### src/rtl/hmac_seq_pkg.sv
package hmac_seq_pkg;
  typedef enum logic [2:0] {
    S_IDLE, S_INNER_KEY, S_MSG, S_WAIT_DIG1,
    S_OUTER_KEY, S_DIG_FEED, S_WAIT_DIG2, S_DONE
  } seq_state_e;

  localparam logic [7:0]  IPAD_BYTE      = 8'h36;
  localparam logic [7:0]  OPAD_BYTE      = 8'h5c;
  localparam logic [31:0] ERR_KEY_LOCKED = 32'h0000_0003;
endpackage

### src/rtl/hmac_key_store.sv
module hmac_key_store
  import hmac_seq_pkg::*;
#(
  parameter int WORD_W      = 32,
  parameter int KEY_WORDS   = 8,
  parameter int BLOCK_WORDS = 16,
  localparam int IDX_W      = $clog2(KEY_WORDS),
  localparam int BIDX_W     = $clog2(BLOCK_WORDS)
) (
  input  logic              clk_i,
  input  logic              rst_ni,
  input  logic              key_we_i,
  input  logic [IDX_W-1:0]  key_idx_i,
  input  logic [WORD_W-1:0] key_wdata_i,
  input  logic              locked_i,
  input  logic [BIDX_W-1:0] pad_idx_i,
  input  logic              use_outer_i,
  output logic [WORD_W-1:0] pad_word_o,
  output logic              key_refused_o
);
  localparam int BYTES = WORD_W / 8;

  logic [WORD_W-1:0] key_q [KEY_WORDS];
  logic [WORD_W-1:0] pad_rep;

  for (genvar g = 0; g < KEY_WORDS; g++) begin : g_key
    always_ff @(posedge clk_i or negedge rst_ni) begin
      if (!rst_ni) key_q[g] <= '0;
      else if (key_we_i && !locked_i && (int'(key_idx_i) == g)) key_q[g] <= key_wdata_i;
    end

    // a key word must not change under a locked write
    p_key_hold_r6: assert property (@(posedge clk_i) disable iff (!rst_ni)
      (key_we_i && locked_i) |=> $stable(key_q[g]));
  end

  assign key_refused_o = key_we_i && locked_i;
  assign pad_rep = {BYTES{use_outer_i ? OPAD_BYTE : IPAD_BYTE}};

  always_comb begin
    if (int'(pad_idx_i) < KEY_WORDS) pad_word_o = key_q[pad_idx_i[IDX_W-1:0]] ^ pad_rep;
    else                             pad_word_o = pad_rep;
  end
endmodule

### src/rtl/hmac_len_track.sv
module hmac_len_track #(
  parameter int WORD_W      = 32,
  parameter int BLOCK_WORDS = 16,
  parameter int LEN_W       = 64
) (
  input  logic             clk_i,
  input  logic             rst_ni,
  input  logic             clear_i,
  input  logic             inc_i,
  input  logic             hmac_mode_i,
  output logic [LEN_W-1:0] len_pass1_o
);
  localparam logic [LEN_W-1:0] PAD_BITS = LEN_W'(BLOCK_WORDS * WORD_W);
  localparam logic [LEN_W-1:0] WBITS    = LEN_W'(WORD_W);

  logic [LEN_W-1:0] cnt_q;
  logic [LEN_W-1:0] cnt_now;

  always_ff @(posedge clk_i or negedge rst_ni) begin
    if (!rst_ni)      cnt_q <= '0;
    else if (clear_i) cnt_q <= '0;
    else if (inc_i)   cnt_q <= cnt_q + LEN_W'(1);
  end

  assign cnt_now     = cnt_q + LEN_W'(inc_i);
  assign len_pass1_o = cnt_now * WBITS + (hmac_mode_i ? PAD_BITS : '0);
endmodule

### src/rtl/hmac_pass_fsm.sv
module hmac_pass_fsm
  import hmac_seq_pkg::*;
#(
  parameter int WORD_W      = 32,
  parameter int KEY_WORDS   = 8,
  parameter int BLOCK_WORDS = 16,
  parameter int LEN_W       = 64,
  localparam int DIG_W      = WORD_W * KEY_WORDS,
  localparam int IDX_W      = $clog2(KEY_WORDS),
  localparam int BIDX_W     = $clog2(BLOCK_WORDS)
) (
  input  logic              clk_i,
  input  logic              rst_ni,
  input  logic              start_i,
  input  logic              proc_i,
  input  logic              hmac_mode_i,
  input  logic              msg_valid_i,
  input  logic [WORD_W-1:0] msg_data_i,
  input  logic              eng_ready_i,
  input  logic              dig_valid_i,
  input  logic [DIG_W-1:0]  dig_data_i,
  input  logic [WORD_W-1:0] pad_word_i,
  input  logic [LEN_W-1:0]  len_pass1_i,
  output seq_state_e        state_o,
  output logic              msg_ready_o,
  output logic              eng_valid_o,
  output logic [WORD_W-1:0] eng_data_o,
  output logic              eng_start_o,
  output logic              eng_process_o,
  output logic [LEN_W-1:0]  eng_len_o,
  output logic [BIDX_W-1:0] pad_idx_o,
  output logic              use_outer_o,
  output logic              cnt_clear_o,
  output logic              cnt_inc_o,
  output logic [DIG_W-1:0]  result_o,
  output logic              done_o
);
  localparam logic [LEN_W-1:0]  LEN_PASS2 = LEN_W'((BLOCK_WORDS + KEY_WORDS) * WORD_W);
  localparam logic [BIDX_W-1:0] LAST_BLK  = BIDX_W'(BLOCK_WORDS - 1);
  localparam logic [BIDX_W-1:0] LAST_DIG  = BIDX_W'(KEY_WORDS - 1);

  seq_state_e        state_q, state_d;
  logic [BIDX_W-1:0] idx_q;
  logic              start_q, proc_q, start_d, proc_d;
  logic [LEN_W-1:0]  len_q, len_d;
  logic [DIG_W-1:0]  dig1_q, result_q;
  logic [WORD_W-1:0] dig1_w [KEY_WORDS];
  logic              xfer, proc_take, stepping;

  for (genvar g = 0; g < KEY_WORDS; g++) begin : g_dw
    assign dig1_w[g] = dig1_q[(KEY_WORDS-1-g)*WORD_W +: WORD_W];
  end

  always_comb begin
    eng_valid_o = 1'b0;
    eng_data_o  = '0;
    msg_ready_o = 1'b0;
    unique case (state_q)
      S_INNER_KEY, S_OUTER_KEY: begin
        eng_valid_o = 1'b1;
        eng_data_o  = pad_word_i;
      end
      S_MSG: begin
        eng_valid_o = msg_valid_i;
        eng_data_o  = msg_data_i;
        msg_ready_o = eng_ready_i;
      end
      S_DIG_FEED: begin
        eng_valid_o = 1'b1;
        eng_data_o  = dig1_w[idx_q[IDX_W-1:0]];
      end
      default: ;
    endcase
  end

  assign xfer      = eng_valid_o && eng_ready_i;
  assign proc_take = (state_q == S_MSG) && proc_i && !(msg_valid_i && !eng_ready_i);
  assign stepping  = (state_q == S_INNER_KEY) || (state_q == S_OUTER_KEY) || (state_q == S_DIG_FEED);

  always_comb begin
    state_d = state_q;
    start_d = 1'b0;
    proc_d  = 1'b0;
    len_d   = len_q;
    unique case (state_q)
      S_IDLE: if (start_i) begin
        state_d = hmac_mode_i ? S_INNER_KEY : S_MSG;
        start_d = 1'b1;
      end
      S_INNER_KEY: if (xfer && idx_q == LAST_BLK) state_d = S_MSG;
      S_MSG: if (proc_take) begin
        state_d = hmac_mode_i ? S_WAIT_DIG1 : S_WAIT_DIG2;
        proc_d  = 1'b1;
        len_d   = len_pass1_i;
      end
      S_WAIT_DIG1: if (dig_valid_i) begin
        state_d = S_OUTER_KEY;
        start_d = 1'b1;
      end
      S_OUTER_KEY: if (xfer && idx_q == LAST_BLK) state_d = S_DIG_FEED;
      S_DIG_FEED: if (xfer && idx_q == LAST_DIG) begin
        state_d = S_WAIT_DIG2;
        proc_d  = 1'b1;
        len_d   = LEN_PASS2;
      end
      S_WAIT_DIG2: if (dig_valid_i) state_d = S_DONE;
      S_DONE:      state_d = S_IDLE;
      default:     state_d = S_IDLE;
    endcase
  end

  always_ff @(posedge clk_i or negedge rst_ni) begin
    if (!rst_ni) begin
      state_q  <= S_IDLE;
      idx_q    <= '0;
      start_q  <= 1'b0;
      proc_q   <= 1'b0;
      len_q    <= '0;
      dig1_q   <= '0;
      result_q <= '0;
    end else begin
      state_q <= state_d;
      start_q <= start_d;
      proc_q  <= proc_d;
      len_q   <= len_d;
      if (state_q != state_d)    idx_q <= '0;
      else if (stepping && xfer) idx_q <= idx_q + BIDX_W'(1);
      if (state_q == S_WAIT_DIG1 && dig_valid_i) dig1_q   <= dig_data_i;
      if (state_q == S_WAIT_DIG2 && dig_valid_i) result_q <= dig_data_i;
    end
  end

  assign state_o       = state_q;
  assign eng_start_o   = start_q;
  assign eng_process_o = proc_q;
  assign eng_len_o     = len_q;
  assign pad_idx_o     = idx_q;
  assign use_outer_o   = (state_q == S_OUTER_KEY);
  assign cnt_clear_o   = (state_q == S_IDLE) && start_i;
  assign cnt_inc_o     = (state_q == S_MSG) && msg_valid_i && eng_ready_i;
  assign result_o      = result_q;
  assign done_o        = (state_q == S_DONE);

  // generated words hold under back-pressure
  p_pad_hold_r11: assert property (@(posedge clk_i) disable iff (!rst_ni)
    (eng_valid_o && !eng_ready_i && state_q != S_MSG) |=> (eng_valid_o && $stable(eng_data_o)));

  // done lasts a single cycle
  p_done_pulse_r8: assert property (@(posedge clk_i) disable iff (!rst_ni)
    done_o |=> !done_o);

  // pass end after the digest feed carries the fixed length
  p_len_pass2_r4: assert property (@(posedge clk_i) disable iff (!rst_ni)
    (eng_process_o && $past(state_q) == S_DIG_FEED) |-> (eng_len_o == LEN_PASS2));

  // a pass start only follows idle or the first digest
  p_start_src_r10: assert property (@(posedge clk_i) disable iff (!rst_ni)
    eng_start_o |-> ($past(state_q) == S_IDLE || $past(state_q) == S_WAIT_DIG1));
endmodule

### src/rtl/hmac_pass_seq.sv
module hmac_pass_seq
  import hmac_seq_pkg::*;
#(
  parameter int WORD_W      = 32,
  parameter int KEY_WORDS   = 8,
  parameter int BLOCK_WORDS = 16,
  parameter int LEN_W       = 64,
  localparam int DIG_W      = WORD_W * KEY_WORDS,
  localparam int IDX_W      = $clog2(KEY_WORDS),
  localparam int BIDX_W     = $clog2(BLOCK_WORDS)
) (
  input  logic              clk_i,
  input  logic              rst_ni,
  input  logic              cfg_we_i,
  input  logic              cfg_hmac_en_i,
  input  logic              key_we_i,
  input  logic [IDX_W-1:0]  key_idx_i,
  input  logic [WORD_W-1:0] key_wdata_i,
  input  logic              start_i,
  input  logic              proc_i,
  input  logic              msg_valid_i,
  output logic              msg_ready_o,
  input  logic [WORD_W-1:0] msg_data_i,
  output logic              eng_start_o,
  output logic              eng_valid_o,
  input  logic              eng_ready_i,
  output logic [WORD_W-1:0] eng_data_o,
  output logic              eng_process_o,
  output logic [LEN_W-1:0]  eng_len_o,
  input  logic              dig_valid_i,
  input  logic [DIG_W-1:0]  dig_data_i,
  output logic              busy_o,
  output logic              done_o,
  output logic [DIG_W-1:0]  result_o,
  output logic              err_pulse_o,
  output logic [31:0]       err_code_o,
  input  logic              err_clr_i
);
  seq_state_e        state;
  logic              busy, hmac_q, key_refused;
  logic [BIDX_W-1:0] pad_idx;
  logic              use_outer, cnt_clear, cnt_inc;
  logic [WORD_W-1:0] pad_word;
  logic [LEN_W-1:0]  len_pass1;
  logic [31:0]       err_code_q;
  logic              err_pulse_q;

  assign busy = (state != S_IDLE);

  always_ff @(posedge clk_i or negedge rst_ni) begin
    if (!rst_ni)                hmac_q <= 1'b1;
    else if (cfg_we_i && !busy) hmac_q <= cfg_hmac_en_i;
  end

  always_ff @(posedge clk_i or negedge rst_ni) begin
    if (!rst_ni) begin
      err_code_q  <= '0;
      err_pulse_q <= 1'b0;
    end else begin
      err_pulse_q <= key_refused;
      if (key_refused)    err_code_q <= ERR_KEY_LOCKED;
      else if (err_clr_i) err_code_q <= '0;
    end
  end

  hmac_key_store #(.WORD_W(WORD_W), .KEY_WORDS(KEY_WORDS), .BLOCK_WORDS(BLOCK_WORDS)) u_keys (
    .clk_i, .rst_ni,
    .key_we_i, .key_idx_i, .key_wdata_i,
    .locked_i(busy), .pad_idx_i(pad_idx), .use_outer_i(use_outer),
    .pad_word_o(pad_word), .key_refused_o(key_refused)
  );

  hmac_len_track #(.WORD_W(WORD_W), .BLOCK_WORDS(BLOCK_WORDS), .LEN_W(LEN_W)) u_len (
    .clk_i, .rst_ni,
    .clear_i(cnt_clear), .inc_i(cnt_inc), .hmac_mode_i(hmac_q),
    .len_pass1_o(len_pass1)
  );

  hmac_pass_fsm #(.WORD_W(WORD_W), .KEY_WORDS(KEY_WORDS), .BLOCK_WORDS(BLOCK_WORDS),
                  .LEN_W(LEN_W)) u_fsm (
    .clk_i, .rst_ni, .start_i, .proc_i,
    .hmac_mode_i(hmac_q),
    .msg_valid_i, .msg_data_i, .eng_ready_i, .dig_valid_i, .dig_data_i,
    .pad_word_i(pad_word), .len_pass1_i(len_pass1),
    .state_o(state), .msg_ready_o, .eng_valid_o, .eng_data_o,
    .eng_start_o, .eng_process_o, .eng_len_o,
    .pad_idx_o(pad_idx), .use_outer_o(use_outer),
    .cnt_clear_o(cnt_clear), .cnt_inc_o(cnt_inc),
    .result_o, .done_o
  );

  assign busy_o      = busy;
  assign err_code_o  = err_code_q;
  assign err_pulse_o = err_pulse_q;

  // refused key write reports code 3 with a pulse
  p_key_err_r6: assert property (@(posedge clk_i) disable iff (!rst_ni)
    key_refused |=> (err_pulse_o && err_code_o == ERR_KEY_LOCKED));

  // code holds without a clear or a new error
  p_err_hold_r9: assert property (@(posedge clk_i) disable iff (!rst_ni)
    (!key_refused && !err_clr_i) |=> $stable(err_code_o));

  // mode cannot change while busy
  p_cfg_lock_r7: assert property (@(posedge clk_i) disable iff (!rst_ni)
    (busy && cfg_we_i) |=> $stable(hmac_q));
endmodule

### config.mk
export PLATFORM = sky130hd
export DESIGN_NAME = hmac_pass_seq
export DESIGN_NICKNAME = d
export VERILOG_FILES = /design/src/rtl/hmac_seq_pkg.sv /design/src/rtl/hmac_key_store.sv /design/src/rtl/hmac_len_track.sv /design/src/rtl/hmac_pass_fsm.sv /design/src/rtl/hmac_pass_seq.sv
export SDC_FILE = /design/constraint.sdc
export NUM_CORES = 1
export LEC_CHECK = 0
export BUFFER_PORTS_ARGS = -buffer_cell sky130_fd_sc_hd__buf_2
export CORE_UTILIZATION = 45
export DETAILED_ROUTE_END_ITERATION = 12
export PLACE_DENSITY = 0.72
export SYNTH_ARGS = -nofsm -noshare
export SYNTH_HDL_FRONTEND = slang
export SYNTH_SLANG_ARGS = --single-unit
export TNS_END_PERCENT = 50
### constraint.sdc
create_clock -name clk_i -period 6.5 [get_ports clk_i]
set_input_delay 0.65 -clock clk_i [delete_from_list [all_inputs] [get_ports clk_i]]
set_output_delay 0.65 -clock clk_i [all_outputs]
set_load 0.02 [all_outputs]
# [Word level (Yosys, flattened, before mapping)]
# Index checks and enable logic that the tools add are counted.
[word_totals] reg_bits=939 input_bits=334 out_inout_bits=391 wordCells=121
[op_classes] n_addsub=4 magnitude_cmp=2 eq_ne=19 muxes=37 n_bitwise=2 n_reduce_logical=38
[op_table] op="$mux W64" count=4
[op_table] op="$mux W32" count=7
[op_table] op="$bmux W32 S3" count=2
[op_table] op="$pmux W64 S2" count=1
[op_table] op="$pmux W32 S3" count=1
[op_table] op="$add A64 B1 Y64 const B" count=1
[op_table] op="$add A64 B64 Y64" count=1
[op_table] op="$add A59 B1 Y59" count=1
[op_table] op="$xor A32 B32 Y32" count=1
[op_table] op="$eq A3 B3 Y1 const B" count=8
[op_table] op="$mux W3" count=8
[op_table] op="$pmux W3 S8" count=1
[op_table] op="$logic_and A1 B1 Y1" count=23
[op_table] op="$eq A3 B2 Y1 const B" count=4
[op_table] op="$mux W10" count=1
[op_table] op="$mux W4" count=2
[op_table] op="$reduce_bool A2 Y1" count=4
[op_table] op="$mux W7" count=1
[op_table] op="$eq A3 B1 Y1 const B" count=2
[op_table] op="$logic_not A3 Y1" count=2
[op_table] op="$pmux W1 S2" count=3
[op_table] op="$mux W1" count=5
[op_table] op="$add A4 B1 Y4 const B" count=1
[op_table] op="$eq A4 B3 Y1 const B" count=1
[op_table] op="14 further kinds" count=17

# [Longest topological paths before layout]
# Gate-level depths: netlist (run 1).
[depth] word_depth=9 mapped_depth=17 ltp_nobuf=15

# [By module]
# A second synthesis (run 1) with hierarchy kept.
[unflattened] hier_cells=3085 hier_area_um2=43277.8
[modules_own_cells] mod="hmac_pass_fsm" n_inst=1 cells_each=1559 area_per_inst_um2=25261.7 seq_area_each_um2=14639.0
[modules_own_cells] mod="hmac_key_store" n_inst=1 cells_each=759 area_per_inst_um2=11856.4 seq_area_each_um2=6406.1
[modules_own_cells] mod="hmac_len_track" n_inst=1 cells_each=727 area_per_inst_um2=5801.8 seq_area_each_um2=1476.4
[modules_own_cells] mod="hmac_pass_seq" n_inst=1 cells_each=40 area_per_inst_um2=357.8 seq_area_each_um2=76.3

# [Worst setup path after synthesis (run 1)]
# No wires, ideal clock.
[synth_timing] kind="register to register" start="register u_fsm.state_q[2] (netlist: u_fsm.state_o[2])" end="register u_fsm.len_q[55] (netlist: u_fsm.eng_len_o[55])" setup_ns=0.122 arrival_time_ns=4.707 t_required_ns=6.378 setup_slack_ns=1.671 path_stages_with_launch=16 n_path_buf=2 synth_period_minus_slack_ns=4.829 cell_sequence="dfrtp_1 nor3b_1 and3_1 clkbuf_1 ha_1 ha_1 nand3_2 nor3_2 nand3_1 xor2_1 or4_4 or4b_4 or4_1 buf_2 or3_1 a32o_1"
[synth_between] elab_chain_len=7 elab_cells_between_ends=20 classes_between="add/sub: 2; eq/ne: 6; mux: 3; reduce/logical: 9"
[synth_lines] item="start, declared" line_no="hmac_pass_fsm.sv:42" source="seq_state_e state_q, state_d;"
[synth_lines] item="start signal, assigned" line_no="hmac_pass_fsm.sv:122" source="state_q <= state_d;"
[synth_lines] item="$eq A3 B2 Y1, or another cell as far along"
[synth_lines] item="$logic_and A1 B1 Y1 / $reduce_or A3 Y1 (equally long branches)"
[synth_lines] item="$logic_and A1 B1 Y1 / $pmux W1 S2 (equally long branches)" line_no="hmac_pass_fsm.sv:140, hmac_pass_fsm.sv:58"
[synth_lines] item="$add A59 B1 Y59 / $logic_and A1 B1 Y1 (equally long branches)" line_no="hmac_len_track.sv:25, hmac_pass_fsm.sv:76"
[synth_lines] item="$add A64 B64 Y64 / $logic_and A1 B1 Y1 (equally long branches)" line_no="hmac_len_track.sv:26, hmac_pass_fsm.sv:101"
[synth_lines] item="$mux W64 / $ne A2 B2 Y1 (equally long branches)"
[synth_lines] item="$pmux W64 S2 / $reduce_and A3 Y1 (equally long branches)"
[synth_lines] item="end signal, assigned" line_no="hmac_pass_fsm.sv:125" source="len_q <= len_d;"
[synth_lines] item="end, declared" line_no="hmac_pass_fsm.sv:45" source="logic [LEN_W-1:0] len_q, len_d;"
# Several ways; a longest one is shown, not always the timed one. The select of a mux whose other input is x is not followed.
# A chain may end at the register's enable or synchronous reset.

# [Worst setup path in the final report (run 1)]
[layout_timing] start="register u_fsm.state_q[0] (netlist: u_fsm.state_o[0])" end="register u_fsm.len_q[53] (netlist: u_fsm.eng_len_o[53])"
# Same word-level chain as after synthesis.

==> results of run 1 <==
## critical path, delay by kind of cell, from the launching register on
family          cells  cell delay, ps
flops               1             410
buf+inv             1             230
fa+ha+maj           2             650
simple gates        9            3190
compound gates      1             250
xor+xnor            1             210
## cells by family after synthesis
kind of cell	after synthesis	synth area share, %
compound gates	209	3.196
xor+xnor	144	3.042
fa+ha+maj	7	0.2113
buf+inv	258	2.822
flops	898	54.21
mux	953	29.25
other cells	1	0.009046
simple gates	553	7.256
## metrics by stage
step / util [%] / cells / total power (W) / setup WS (ps)
after floorplan: - / 3057 / 0.01434 / 1671
after global placement: 50.70 / 4721 / 0.01728 / 1412
after detailed placement: 50.70 / 4721 / 0.01754 / 1299
after CTS: 54.31 / 4892 / 0.02325 / 1507
after global routing: 54.35 / 4903 / 0.02416 / 1077
final: 54.36 / 4907 / 0.02310 / 1454
## layout make-up
cell class,count,area (sq um),share of cell area [%]
inverter,12,45.04,0.09150
timing repair buffer,734,3934,7.991
clock inverter,35,435.4,0.8845
clock buffer,136,2834,5.757
sequential,898,22490,45.68
multi-input combinational,1901,17980,36.53
antenna,15,37.54,0.07625
tap,1176,1471,2.989
## routing by layer
layer,vias to the layer above,track usage (%)
met3,272,6.780
met4,24,11.77
li1,12237,-
met5,-,0
met1,14452,35.50
met2,1069,44.20
## placed cells by master, fill, tap and decap left out, types with 9 or more instances in the layout
| cell | count |
|---|---|
| clkinv_2 | 16 |
| xnor2_1 | 68 |
| nor4_1 | 31 |
| mux2i_1 | 38 |
| mux2_2 | 787 |
| dfrtp_1 | 893 |
| o21ai_0 | 91 |
| nand3_1 | 37 |
| nand3b_1 | 9 |
| buf_2 | 688 |
| or3_1 | 25 |
| inv_1 | 12 |
| buf_4 | 34 |
| nor2_1 | 118 |
| xor2_1 | 76 |
| o31ai_1 | 16 |
| clkbuf_8 | 26 |
| nand2_1 | 128 |
| nor3_1 | 46 |
| nand4_1 | 55 |
| clkbuf_16 | 97 |
| a21oi_1 | 26 |
| a21o_1 | 10 |
| a22oi_1 | 9 |
| clkbuf_1 | 13 |
| conb_1 | 35 |
| and2_1 | 13 |
| and3_1 | 14 |
| and4_1 | 10 |
| mux4_2 | 128 |
| diode_2 | 15 |
| buf_12 | 11 |
## sequential cells by signal, indices dropped and copies added (netlist names)
register,count
u_fsm.result_o,256
u_fsm.state_o,3
u_fsm.eng_process_o,1
err_pulse_o,1
u_fsm.dig1_q,256
u_fsm.pad_idx_o,4
u_len.cnt_q,59
hmac_q,1
err_code_o,1
u_keys.key_q,256
u_fsm.eng_len_o,59
u_fsm.eng_start_o,1
## power by group through the flow
stage	combinational, W	sequential, W	clock, W
4_1_cts	0.00841	0.00910	0.00575
3_3_place_gp	0.00823	0.00905	0
3_5_place_dp	0.00837	0.00917	0
2_1_floorplan	0.00450	0.00984	0
5_1_grt	0.00881	0.00939	0.00596
6_report	0.00832	0.00913	0.00565
## worst min path at each step
stage | startpoint | end | slack, ps | cells after the start
6_report | rst_ni | u_fsm.result_o[104] | 70 | 1
5_1_grt | rst_ni | u_fsm.result_o[104] | 150 | 1
4_1_cts | rst_ni | u_keys.key_q[144] | 110 | 1
3_5_place_dp | u_fsm.eng_len_o[16] | u_fsm.eng_len_o[16] | 470 | 2
3_3_place_gp | u_fsm.eng_len_o[37] | u_fsm.eng_len_o[37] | 460 | 2
2_1_floorplan | rst_ni | err_code_o[0] | 350 | 0
==> flow_summary_export.csv, run 1 <==
group,metric,value,unit
floorplan,start_util,45.77,%
yosys,yosysUniqueCellTypes,75,
clock_tree,cts_setup_buffers,0,
run,maxCapViolCount,0,
placement,place_congestion,0.9406,
setup_path,worst_r2r_endpoint,"u_fsm.eng_len_o[53]",
global_route,antenna_found_initial,36,
global_route,globalRouteTotalUtil,27.52,%
timing,setup_viol,0,
route,via_per_inst,5.717,
clock_tree,root_buffer,"clkbuf_16",
clock_tree,cts_max_level,3,
clock_tree,clock-sinks,898,
timing,whs,72.59,ps
setup_path,worstPathArrival,5590,ps
clock_tree,path_clk_slew,70,ps
timing,finalSetupTns,0,ps
floorplan,ios,725,
setup_path,max_stage_delay,660,ps
global_route,grt-ovfl-total,0,
route,drc,0,
yosys,yosys.area.top_type_share,54.15,%
setup_path,cpMaxStageDelayCell,"or4b_4",
yosys,async_flop_share,100.0,%
floorplan,core,90560,sq um
final_layout,design_area,49230,sq um
yosys,synth_ff_type,"dfrtp_1",
setup_path,path_cells,"nor3b_2 -> and3_1 -> ha_1 -> ha_1 -> nand3_2 -> nor3_2 -> buf_4 -> nand3_1 -> xor2_1 -> or4_4 -> or4b_4 -> or4_1 -> or3_1 -> a32o_1",
power,p_leak,22.06,nW
setup_path,crit_top_cell,"ha_1",
timing,min_period,5046,ps
setup_path,end_kind,"flop",
power,intPower,0.01507,W
yosys,ys_seq_elements,898,
power,p_switching,0.008026,W
final_layout,syn_to_final_growth,18.75,%
route,top_layer,"met5",
timing,worstMarginPinSlew,1161,ps
placement,hpwl,94180,um
timing,rsz0062_at_grt,"false",
setup_path,reg2reg_from,"u_fsm.state_o[0]",
yosys,seq_area_frac_synth,54.21,%
timing,post-route-period-util,77.62,%
status,status,"complete, no violations",
clock_tree,cts_buffers,96,
route,drtPass1Iterations,7,
yosys,synth_cells,3023,
route,wl_per_cell,26.35,um
yosys,yosysMostFrequentCell,"dfrtp_1",
setup_path,path_class,"reg -> reg",
yosys,yosys.area.top_type,"dfrtp_1",
yosys,netlist_area,41450,sq um
timing,slew_viol_final,0,
route,ant_nets,0,
floorplan,die_h,305.5,um
global_route,grt_max_degree,184,
power,p_sw_share,34.74,%
power,p_clk_share,24.5,%
route,wl_met1,52020,um
route,vias,28054,
yosys,synth_edf_count,0,
clock_tree,cts_resized,0,
power,sequentialPowerShare,39.5,%
setup_path,rr_worst_depth,14,
clock_tree,insertion_delay,680,ps
placement,place_area,45920,sq um
power,combinationalPowerShare,36.0,%
global_route,grt_pass1_vias,28491,
route,wl,129300,um
route,wl_met3,9634,um
setup_path,start_kind,"flop",
power,p_per_area,469.3,nW/um^2
power,peakVddDrop,0.3502,mV
floorplan,num_rows,110,
setup_path,required,7050,ps
global_route,grt_pass1_wl,189700,um
timing,slew_headroom,22.59,%
yosys,synthTopCellsByArea,"dfrtp_1 54%, mux2_2 21%, mux4_2 7.0%",
route,wl_met2,61920,um
placement,port_buffers,689,
clock_tree,cts_tree,"built",
floorplan,dieArea,93340,sq um
setup_path,cp_max_fo,14,
timing,finalHoldViolations,0,
route,drt_iter0_markers,2191,
worst_hold_path,hold_path.class,"in -> async",
final_layout,layout.nets,3984,
yosys,postSynthAreaPerCell,13.71,sq um
timing,fmax,198.2,MHz
yosys,ys_top_cells_by_count,"897 x dfrtp_1, 787 x mux2_2, 154 x clkbuf_1",
final_layout,drive_above_1_share,49.89,%
setup_path,critPathLaunch,"u_fsm.state_o[0]",
clock_tree,clock_tree.buffer_depth,3,
timing,fin_skew,31.06,ps
final_layout,fill_cells,7535,
yosys,synth-warning-count,0,
floorplan,die_w,305.5,um
setup_path,crit_path_end,"u_fsm.eng_len_o[53]",
setup_path,r2r_slack,1450,ps
clock_tree,hold_buffers,0,
(Power assumes the default switching activity.)
==> inputs of run 2 (changes only) <==
==> constraint.sdc (replaced) <==
create_clock -name clk_i -period 5.2 [get_ports clk_i]
set_input_delay 0.52 -clock clk_i [delete_from_list [all_inputs] [get_ports clk_i]]
set_output_delay 0.52 -clock clk_i [all_outputs]
set_load 0.02 [all_outputs]
==> run 2 against run 1 <==
Compared with the run above: clock skew rose by 16 ps; hold slack improved by 9.2 ps; sequential share of layout area fell by 0.16 points; clock-buffer cell count rose by 8; critical path depth did not move; power rose by 25%; final cell count rose by 0.57%; setup slack got worse by 1100 ps; critical path type unchanged; wire length rose by 0.92%; sequential power rose by 26%; fmax rose by 3.8%; register-to-register slack got worse by 1100 ps.
==> flow_summary_export.csv, run 2 (same netlist as run 1, synthesis figures left out) <==
group,metric,value,unit
timing,fmax,205.7,MHz
power,p_total,0.02880,W
power,p_per_area,583.0,nW/um^2
route,drt_iter0_markers,2106,
clock_tree,clock-sinks,898,
run,maxCapViolCount,0,
global_route,grt.busiest_layer,"met2",
setup_path,crit_buf_inv,0,
power,p_leak,22.16,nW
setup_path,max_stage_delay,610,ps
timing,slew_viol_final,0,
clock_tree,cts_buffers,94,
floorplan,die_w,305.5,um
final_layout,final_common_cell,"dfrtp_1",
clock_tree,cts_tree,"built",
setup_path,reg2reg_from,"u_fsm.state_o[2]",
timing,setup_viol,0,
floorplan,start_util,45.77,%
route,drc,0,
global_route,grt_max_degree,168,
setup_path,end_kind,"flop",
route,via_per_inst,5.734,
final_layout,fill_cells,7496,
setup_path,required,5750,ps
worst_hold_path,hold_path.class,"in -> reg",
setup_path,worstPathArrival,5420,ps
timing,rsz0062_at_grt,"false",
setup_path,start_kind,"flop",
timing,post-route-period-util,93.49,%
timing,slew_headroom,27.94,%
placement,port_buffers,689,
floorplan,num_rows,110,
global_route,globalRouteTotalUtil,27.76,%
setup_path,worst_r2r_endpoint,"u_fsm.eng_len_o[55]",
setup_path,rr_worst_depth,14,
route,ant_nets,0,
floorplan,die_h,305.5,um
clock_tree,cts_setup_buffers,0,
worst_hold_path,hold_end,"u_fsm.result_o[92]",
route,wl,130500,um
placement,place_congestion,0.9520,
clock_tree,root_buffer,"clkbuf_16",
timing,finalSetupTns,0,ps
placement,hpwl,96790,um
setup_path,crit_top_cell,"ha_1",
final_layout,layout.nets,4010,
final_layout,fin_util,54.55,%
global_route,grt_pass1_vias,28656,
timing,worstMarginPinSlew,1078,ps
floorplan,core,90560,sq um
placement,place_inst,4748,
setup_path,critPathTopFamily,"simple AND/OR/NAND/NOR gates",
global_route,antenna_found_initial,32,
setup_path,path_cells,"nor3b_2 -> and3_1 -> ha_2 -> ha_1 -> nand3_2 -> xnor2_1 -> ha_1 -> ha_1 -> nor4b_1 -> and3_1 -> or4b_4 -> or4_1 -> or3_1 -> a32o_1",
route,vias,28299,
route,wl_per_cell,26.44,um
final_layout,mostFrequentLayoutCells,"893 x dfrtp_1, 787 x mux2_2, 688 x buf_2",
floorplan,dieArea,93340,sq um
route,drtPass1Iterations,5,
final_layout,syn_to_final_growth,19.18,%
final_layout,drive_above_1_share,49.96,%
worst_hold_path,min-delay-start,"dig_data_i[92]",
power,peakVddDrop,0.4685,mV
global_route,grt_pass1_wl,191800,um
setup_path,path_class,"reg -> reg",
timing,finalHoldViolations,0,
clock_tree,path_clk_slew,60,ps
clock_tree,insertion_delay,690,ps
floorplan,ios,725,
status,status,"complete, no violations",
clock_tree,clock_tree.buffer_depth,3,
final_layout,finalNonFillerCells,4935,
worst_hold_path,worstHoldPathCells,2,
global_route,grtUsageMet2,45.84,%
timing,min_period,4861,ps
timing,fin_skew,47.36,ps
global_route,grt-ovfl-total,0,
clock_tree,cts_max_level,3,
global_route,grt_util_met1,36.22,%
setup_path,cp_max_fo,14,
setup_path,cpMaxStageDelayCell,"or4b_4",
setup_path,r2r_slack,340,ps
global_route,use_met3,5.768,%
[run 2: cell types whose count changed in the layout (fill, tap and decap cells not counted), sizes merged, moves of 2 or more]
| cell | change |
|---|---|
| buf | +27 |
| clkbuf | +8 |
| clkinvlp | -4 |
| bufinv | -2 |
[run 2: power by group]
part / total [W] / internal (W) / switching (W) / leakage (nW)
registers: 0.0115 / 0.00986 / 0.00161 / 11.3
logic: 0.0105 / 0.00488 / 0.00560 / 9.36
clock network: 0.00684 / 0.00397 / 0.00287 / 1.55
total: 0.0288 / 0.0187 / 0.0101 / 22.2
[run 2: worst max path at each step]
stage / to / depth (start not counted) / start / slack [ps]
3_3_place_gp: u_fsm.eng_len_o[53] / 13 / eng_ready_i / 340
3_5_place_dp: u_fsm.eng_len_o[62] / 16 / eng_ready_i / 220
6_report: u_fsm.eng_len_o[55] / 14 / u_fsm.state_o[2] / 340
5_1_grt: u_fsm.eng_len_o[53] / 14 / u_fsm.state_o[2] / 60
4_1_cts: u_fsm.eng_len_o[62] / 16 / u_fsm.state_o[2] / 280
2_1_floorplan: u_fsm.eng_len_o[55] / 15 / u_fsm.state_o[2] / 370
[run 2: per-stage QoR]
stage	hold slack, ps	cell area, sq um	setup WS [ps]
6_report	81.75	49400	338.7
2_1_floorplan	224.4	41580	371.2
3_5_place_dp	465.9	46170	223.4
4_1_cts	35.99	49360	282.0
3_3_place_gp	462.7	46170	339.5
5_1_grt	55.01	49390	60.01
[run 2: final cells by class]
type                       count  area, sq um  area share (%)
timing repair buffer         762         4197           8.495
tap                         1176         1471           2.978
antenna                       14        35.03         0.07091
sequential                   898        22490           45.51
multi-input combinational   1901        17990           36.42
clock buffer                 144         2791           5.650
inverter                      12        45.04         0.09118
clock inverter                28        385.4          0.7801
[run 2: timing repair]
item                                    4_1_cts  5_1_grt
resized for setup                             0        2
endpoints found under the hold margin        91        0
endpoints found under the setup margin        0        9
hold buffers                                  1        0
[run 2: routing by layer]
metal	up-vias	wire length [um]
li1	12275	-
met3	209	7946
met2	1042	64310
met5	-	47
met4	8	4394
met1	14765	53810
[run 2: worst reg2reg max path, cell delays in order, from the launching register on]
cell and delay (ps):
dfrtp_1 380, nor3b_2 210, and3_1 320, ha_2 330, ha_1 250, nand3_2 170
xnor2_1 200, ha_1 240, ha_1 220, nor4b_1 240, and3_1 370, or4b_4 610
or4_1 610, or3_1 370, a32o_1 250
==> inputs of run 3 (changes only) <==
--- a/config.mk
+++ b/config.mk
@@ -6,9 +6,9 @@
 export NUM_CORES = 1
 export LEC_CHECK = 0
 export BUFFER_PORTS_ARGS = -buffer_cell sky130_fd_sc_hd__buf_2
-export CORE_UTILIZATION = 45
+export CORE_UTILIZATION = 50
 export DETAILED_ROUTE_END_ITERATION = 12
-export PLACE_DENSITY = 0.72
+export PLACE_DENSITY = 0.78
 export SYNTH_ARGS = -nofsm -noshare
 export SYNTH_HDL_FRONTEND = slang
 export SYNTH_SLANG_ARGS = --single-unit
==> run 3 against run 2 <==
Compared with the run above: sequential power is essentially flat; final cell count decreased by 2.3%; register-to-register slack got worse by 30 ps; hold slack about the same; fmax shrank 0.53%; core utilization grew 5.2 points; critical path depth unchanged; largest power group unchanged; highest routed layer unchanged.
==> flow_summary_export.csv, run 3 (same netlist as run 1, synthesis figures left out) <==
group,metric,value,unit
power,peakVddDrop,0.4765,mV
clock_tree,clock-sinks,898,
floorplan,dieArea,84060,sq um
final_layout,layout.nets,4002,
setup_path,path_class,"reg -> reg",
floorplan,die_h,289.9,um
setup_path,path_cells,"nor3b_2 -> and3_1 -> ha_1 -> ha_1 -> nand3_2 -> xnor2_1 -> ha_1 -> ha_1 -> nor4b_1 -> and3_1 -> or4b_4 -> or4_1 -> or3_1 -> a32o_1",
clock_tree,cts_setup_buffers,0,
global_route,antenna_found_initial,30,
route,drc,0,
global_route,grt-ovfl-total,0,
global_route,grt_pass1_wl,191500,um
setup_path,cpMaxStageDelayCell,"or4b_4",
route,drtPass1Iterations,7,
setup_path,worstPathArrival,5440,ps
worst_hold_path,hold_path.class,"in -> reg",
timing,fin_skew,59.54,ps
setup_path,start_kind,"flop",
timing,setup_viol,0,
clock_tree,cts_buffers,93,
timing,slew_headroom,31.10,%
floorplan,num_rows,105,
run,maxCapViolCount,0,
final_layout,drive_above_1_share,49.99,%
route,vias,28480,
setup_path,end_kind,"flop",
route,wl_per_cell,26.72,um
timing,fmax,204.6,MHz
setup_path,reg2reg_from,"u_fsm.state_o[2]",
route,via_per_inst,5.909,
setup_path,required,5750,ps
clock_tree,root_buffer,"clkbuf_16",
global_route,grt_pass1_vias,29156,
clock_tree,cts_max_level,3,
placement,place_congestion,0.9912,
setup_path,max_stage_delay,610,ps
setup_path,cp_max_fo,14,
setup_path,rr_worst_depth,14,
floorplan,start_util,50.49,%
final_layout,syn_to_final_growth,18.40,%
setup_path,crit_top_cell,"ha_1",
clock_tree,cts_tree,"built",
final_layout,fin_util,59.78,%
worst_hold_path,hold_end,"u_fsm.dig1_q[23]",
worst_hold_path,min-delay-start,"dig_data_i[23]",
final_layout,final_common_cell,"dfrtp_1",
floorplan,die_w,289.9,um
final_layout,mostFrequentLayoutCells,"893 x dfrtp_1, 787 x mux2_2, 688 x buf_2",
status,status,"complete, no violations",
clock_tree,path_clk_slew,60,ps
timing,rsz0062_at_grt,"false",
route,drt_iter0_markers,2343,
route,wl,128800,um
timing,finalHoldViolations,0,
worst_hold_path,worstHoldPathCells,2,
global_route,globalRouteTotalUtil,30.57,%
route,ant_nets,0,
floorplan,core,82110,sq um
global_route,grt_max_degree,172,
power,p_leak,22.09,nW
timing,finalSetupTns,0,ps
placement,port_buffers,689,
timing,worstMarginPinSlew,1030,ps
timing,min_period,4887,ps
placement,hpwl,94280,um
clock_tree,insertion_delay,680,ps
timing,post-route-period-util,93.99,%
setup_path,r2r_slack,310,ps
power,p_per_area,581.6,nW/um^2
setup_path,worst_r2r_endpoint,"u_fsm.eng_len_o[53]",
floorplan,ios,725,
setup_path,crit_buf_inv,0,
setup_path,critPathTopFamily,"simple AND/OR/NAND/NOR gates",
setup_path,cp.depth,14,
clock_tree,clock_tree.buffer_depth,3,
timing,slew_viol_final,0,
timing,whs,81.81,ps
==> run 3: cell types whose count changed in the layout (fill, tap and decap cells not counted), moves of 2 or more <==
cell / before / now
buf_12: 15 / 12
clkbuf_8: 23 / 12
buf_4: 57 / 53
clkinv_2: 13 / 27
clkbuf_16: 95 / 93
clkbuf_1: 26 / 19
==> run 3: area by class of cell <==
class / instances / area [sq um]
Inverter: 12 / 45.04
Fill cell: 6383 / 33030
Multi-Input combinational cell: 1901 / 17990
Sequential cell: 898 / 22490
Antenna cell: 15 / 37.54
Timing Repair Buffer: 755 / 4106
Tap cell: 1070 / 1339
Clock buffer: 124 / 2564
Clock inverter: 45 / 515.5
==> run 3: how the worst max path moves through the flow <==
| stage | start | end | slack (ps) |
|---|---|---|---|
| after floorplan | u_fsm.state_o[2] | u_fsm.eng_len_o[55] | 370 |
| after global placement | eng_ready_i | u_fsm.eng_len_o[61] | 350 |
| after detailed placement | eng_ready_i | u_fsm.eng_len_o[56] | 260 |
| after CTS | u_fsm.state_o[2] | u_fsm.eng_len_o[56] | 340 |
| after global routing | u_fsm.state_o[2] | u_fsm.eng_len_o[53] | 20 |
| final | u_fsm.state_o[2] | u_fsm.eng_len_o[53] | 310 |
==> run 3: per-layer routing <==
layer	track usage (%)	wire (um)	share of wire [%]	vias up
met5	0	98	0.076	-
met4	14.58	6481	5.0	16
met3	6.403	9092	7.1	273
met2	49.89	62560	49	1184
met1	39.11	50570	39	14746
li1	-	-	-	12261
==> run 3: repair_timing <==
| action | CTS | global route |
|---|---|---|
| hold endpoints to repair | 74 | 0 |
| setup endpoints to repair | 0 | 3 |
| hold buffers | 1 | 0 |
| resized for setup | 0 | 1 |
==> run 3: power by group <==
group	internal (W)	switching [W]	leakage [nW]	total (W)
sequential	0.00986	0.00161	11.3	0.0115
combinational	0.00488	0.00552	9.31	0.0104
clock	0.00376	0.00291	1.52	0.00668
total	0.0185	0.0100	22.1	0.0285
==> run 3: through the flow <==
step	worst slack [ps]	power, W	area, sq um	std cells
floorplan	371.2	0.01792	41580	3057
global placement	350.8	0.02150	45950	4635
detailed placement	255.5	0.02191	45950	4635
CTS	337.7	0.02868	49040	4805
global route	18.18	0.02977	49070	4817
finish	312.7	0.02855	49080	4820
